[src/rtl/nextpc_unit.sv]
module nextpc_unit #(
  parameter int WORD_W = 30,
  parameter int OFF_W  = 16,
  parameter int JMP_W  = 26
) (
  input  logic              clk,
  input  logic              rst,
  input  logic              en,
  input  logic [OFF_W-1:0]  br_off,
  input  logic [JMP_W-1:0]  jmp_tgt,
  input  logic              br_eq,
  input  logic              br_ne,
  input  logic              jmp,
  input  logic              zero,
  output logic [WORD_W+1:0] fetch_addr,
  output logic              taken
);
  localparam int HI_W = WORD_W - JMP_W;

  logic [WORD_W-1:0] pc_q, pc_inc, br_dst, jmp_dst, pc_d;
  logic              br_hit;

  assign pc_inc  = pc_q + 1'b1;
  assign br_dst  = pc_inc + {{(WORD_W-OFF_W){br_off[OFF_W-1]}}, br_off};
  assign jmp_dst = {pc_q[WORD_W-1 -: HI_W], jmp_tgt};
  assign br_hit  = (br_eq & zero) | (br_ne & ~zero);
  assign taken   = jmp | br_hit;

  always_comb begin
    if (jmp)         pc_d = jmp_dst;
    else if (br_hit) pc_d = br_dst;
    else             pc_d = pc_inc;
  end

  always_ff @(posedge clk) begin
    if (rst)     pc_q <= '0;
    else if (en) pc_q <= pc_d;
  end

  assign fetch_addr = {pc_q, 2'b00};
endmodule

[config.mk]
export PLATFORM = sky130hd
export DESIGN_NAME = nextpc_unit
export DESIGN_NICKNAME = d
export VERILOG_FILES = /design/src/rtl/nextpc_unit.sv
export SDC_FILE = /design/constraint.sdc
export NUM_CORES = 1
export LEC_CHECK = 0
export BUFFER_PORTS_ARGS = -buffer_cell sky130_fd_sc_hd__buf_2
export CORE_MARGIN = 5
export CORE_UTILIZATION = 45
export DETAILED_ROUTE_END_ITERATION = 8
export PLACE_DENSITY = 0.76
export SYNTH_ARGS = -nofsm -noshare
export SYNTH_HDL_FRONTEND = slang
export SYNTH_SLANG_ARGS = --single-unit
export TNS_END_PERCENT = 5
[constraint.sdc]
create_clock -name clk -period 3.65 [get_ports clk]
set_clock_uncertainty 0.15 [all_clocks]
set_input_delay 0.1825 -clock clk [delete_from_list [all_inputs] [get_ports clk]]
set_output_delay 0.1825 -clock clk [all_outputs]
set_load 0.05 [all_outputs]
== Yosys cells after proc, flatten, opt, wreduce, memory -nomap -nowiden ==
Index checks and enable logic that the tools add are counted.

* Flip-flop bits (word level): 30

* Mux-type cells: 2
* $add $sub $neg: 2
* Reduce and logical (&&, ||, !) cells: 1
* Bitwise operators: 6

{| class="wikitable"
|+ Operators by type and width
! kind !! count
|-
| adder 30 x 1 -> 30 bit, second input constant || 1
|-
| adder 30 bit || 1
|-
| 2-to-1 mux 30 bit || 1
|-
| 2-to-1 mux 26 bit || 1
|-
| bitwise AND 1 bit || 2
|-
| NOT 1 bit || 2
|-
| bitwise OR 1 bit || 2
|-
| AND reduction 2 bit || 1
|}

== Depth between registers and ports, before layout ==
* Word-level depth: 5
* Gate-level depth with buffers: 17
* Depth with buffers taken out: 16

== Worst setup path after synthesis ==
No wires, ideal clock.

* Path kind: register -> register
* From: reg pc_q[0]
* To: reg pc_q[26]
* Setup slack: -192 ps
* Stages on the path, launching flop included: 17
* Arrival: 3622 ps
* Period minus slack after synthesis: 3842 ps
* Required time: 3430 ps
* Cell sequence: dfxtp_1 > ha_1 > and3_1 > clkbuf_1 > nand4_1 > nor2_1 > nand3_1 > xnor2_1 > ha_1 > and3_1 > and4_1 > a21boi_1 > a41oi_1 > a21oi_1 > xor2_1 > nand2_1 > a21oi_1

* Cells in the longest elaborated chain, start to end: 3

{| class="wikitable"
|+ RTL lines
! element !! RTL line !! source
|-
| start, declared || 20 || <nowiki>logic [WORD_W-1:0] pc_q, pc_inc, br_dst, jmp_dst, pc_d;</nowiki>
|-
| start signal, assigned || 37 || <nowiki>else if (en) pc_q <= pc_d;</nowiki>
|-
| adder 30 x 1 -> 30 bit * || 23 || <nowiki>assign pc_inc = pc_q + 1'b1;</nowiki>
|-
| adder 30 bit || 24 || <nowiki>assign br_dst = pc_inc + {{(WORD_W-OFF_W){br_off[OFF_W-1]}}, br_off};</nowiki>
|-
| 2-to-1 mux 30 bit * || 31 || <nowiki>else if (br_hit) pc_d = br_dst;</nowiki>
|}

Mark *: on every way between the ends. The rest lies on a longest branch, timed or not.
A chain may end at the register's enable or synchronous reset.

== Final worst setup path ==
* From: reg pc_q[16]
* To: reg pc_q[27]

The elaborated chain is that of the path after synthesis.

==> out/metrics.csv <==
stage,metric,value,unit
placed_design,postPlaceCellArea,4364,um2
yosys,yosys_warnings,0,
layout,regMostFlops,pc_q,
floorplan,coreArea,7807,um2
grt,grt_pass1_vias,4149,
layout,post-route-cell-area,4707,um2
placed_design,place_congestion,0.9999,
yosys,ys_ff_latch,30,
yosys,synthArstFlopShare,0,%
cts,cts_tree,done,
detailed_routing,drc,0,
placed_design,io_buffers,79,
yosys,synth_area_per_cell,7.157,um2
yosys,ys_top_cells_by_count,"nor2_1, nand2_1, a21oi_1",
cts,clkSinkCount,30,
layout,diodes,0,
layout,largest_register_ffs,30,
critical_path,cp_data_arrival_time,3.53,ns
detailed_routing,ant_nets,0,
grt,grt_use_total,24.73,%
floorplan,start_util,46.84,%
grt,grt_max_degree,38,
detailed_routing,viasPerCell,5.950,
critical_path,cp_max_fo,4,
cts,cts-root-buf,clkbuf_8,
yosys,synth_cells,511,
worst_hold_path,hold_class,in -> reg,
floorplan,dieArea,10030,um2
detailed_routing,vias,4272,
run_status,outcome,finished clean,
floorplan,die_h,100.2,um
cts,clockBufferDepth,2,
layout,reg.largest.list,pc_q: 30 flops,
layout,fin_nets,699,
grt,grt_pass1_wl,20.07,mm
power,power.switching,0.6207,mW
placed_design,hpwl,9.863,mm
cts,cts_hold_buf,0,
detailed_routing,wl,12.83,mm
layout,seqCellArea,629.4,um2
timing,hold_viol,0,
timing,rsz0062_at_grt,true,
timing,setup_violations,0,
critical_path,endpoint_kind,flop,
power,seqPwrFrac,26.6,%
floorplan,dieWidth,100.2,um
layout,synthToLayoutAreaGrowth,28.70,%
timing,worst_slew_pin_slew,0.7112,ns
yosys,ys_types,62,
timing,maxSlewHeadroom,52.59,%
timing,min_period_over_period,96.70,%
timing,fmax,0.2833,GHz
layout,multi_input_area,3085,um2
yosys,syn_area,3657,um2
power,p_leak,2.154,nW
cts,clkLatencyLatePin,0.29,ns
power,pwr-share-clk,23.8,%
floorplan,ios,82,
yosys,synth-edff-count,0,
cts,h-tree-depth,2,
detailed_routing,route.detailed.wl_per_inst,17.87,um
cts,clk_transition_reported_paths,0.07,ns
yosys,synth_top_flop_cell,dfxtp_1,
layout,fillerInstances,692,
power,peakVddDrop,0.1661,mV
critical_path,worstSetupPathType,reg -> reg,
timing,finalCriticalPeriod,3.530,ns
yosys,synth_top_cell_by_area,dfxtp_1,
power,pwr-share-comb,49.6,%
grt,grt_overflow_total,0,
timing,maxSlewViolCount,0,
yosys,yosys-top-cells-area,"dfxtp_1, ha_1, a21oi_1",
floorplan,row_count,32,
job,drv_cap,0,
power,power_density,314.3,nW/um2
critical_path,worst_ep_required_time,3.65,ns
yosys,ys_seq_area_share,16.42,%
timing,hold_ws,0.02811,ns
power,p_sw_share,41.95,%
detailed_routing,firstDrtPassIters,5,
power,intPower,0.8588,mW
critical_path,crit_path_start_kind,flop,
detailed_routing,drt_iter0_drc,225,
grt,antenna_found_initial,0,
layout,drive_above_1_share,29.38,%
cts,cts_buffers,5,
yosys,yosysTopAreaCellShare,16.42,%
yosys,synth.most_common_cell,nor2_1,
area by class of cell:
type	count	share of cell area (%)
multi-input combinational	446	65.55
clock buffer	6	1.754
timing repair buffer	119	14.86
inverter	14	1.116
tap	102	2.711
sequential	30	13.37
clock inverter	1	0.6380
cell usage in the layout, fill, tap and decap left out, drive strengths merged, types with 4 or more instances in the layout:
master and instances:
o22ai 4, o21ai 31, xnor2 28, o21a 4, clkbuf 6, dfxtp 30
nor3 7, mux2i 8, o221ai 4, a211oi 10, a21o 14, a31oi 8
o211ai 7, nor2 62, buf 119, a21oi 53, a211o 6, ha 33
and3 9, xor2 26, nand4 9, nand2 58, nand2b 4, nand3 18
inv 14
per-layer routing:
| metal | track usage, % | wire length, um |
|---|---|---|
| met4 | 7.047 | 301 |
| met3 | 4.448 | 1070 |
| met2 | 41.79 | 6133 |
| met1 | 32.15 | 5326 |
| met5 | 0 | 0 |
stage by stage:
step,total power [mW],setup TNS (ns),cells,setup WS (ns),utilization [%]
2_1_floorplan,0.8840,0,512,0.01275,-
3_3_place_gp,1.077,-0.1506,705,-0.1435,55.90
3_5_place_dp,1.088,-0.2170,705,-0.1135,55.90
4_1_cts,1.439,0,715,0.01261,57.82
5_1_grt,1.558,-0.1135,718,-0.02909,60.29
6_report,1.480,0,718,0.1203,60.29
path summary, 6_finish.rpt:
kind | cells past startpoint | from | end | slack (ns)
hold reg to reg | 2 | pc_q[9] | pc_q[9] | 0.34
setup reg to reg | 15 | pc_q[16] | pc_q[27] | 0.12
setup / recovery | 15 | pc_q[16] | pc_q[27] | 0.12
hold / removal | 3 | jmp_tgt[17] | pc_q[17] | 0.03
critical path, stage by stage (launching register included):
cell      delay [ns]
dfxtp_2         0.38
nand3_1         0.16
nor4_1          0.39
inv_1           0.10
nor2_2          0.16
xor2_2          0.24
ha_1            0.31
a21o_1          0.20
a21o_1          0.18
a21o_1          0.20
a31oi_1         0.19
o21ai_0         0.11
a31oi_2         0.18
xnor2_1         0.09
a222oi_1        0.27
nor2_1          0.06
power groups by stage:
stage          clock network, mW  registers (mW)  logic, mW
6_report                   0.352           0.394      0.734
5_1_grt                    0.367           0.397      0.794
4_1_cts                    0.353           0.391      0.695
3_5_place_dp                   0           0.398      0.690
3_3_place_gp                   0           0.397      0.680
2_1_floorplan                  0           0.487      0.397
cell families (layout without fill, tap and decap cells):
group	Yosys count	after routing	share of synthesized area (%)
muxes	9	9	2.497
and+or+nand+nor	181	181	22.68
AOI/OAI and AO/OA	166	166	29.59
DFF	30	30	16.42
buffers and inverters	36	140	3.934
xor gates and xnor gates	54	54	12.93
other	1	2	0.1025
adders and majority gates	34	34	11.84
timing repair:
item	CTS	global route
gates resized for setup	4	41
pin swaps	2	15
setup endpoints to repair	4	13
setup buffers	3	3
No activity file was read; power rests on OpenSTA's default activity.
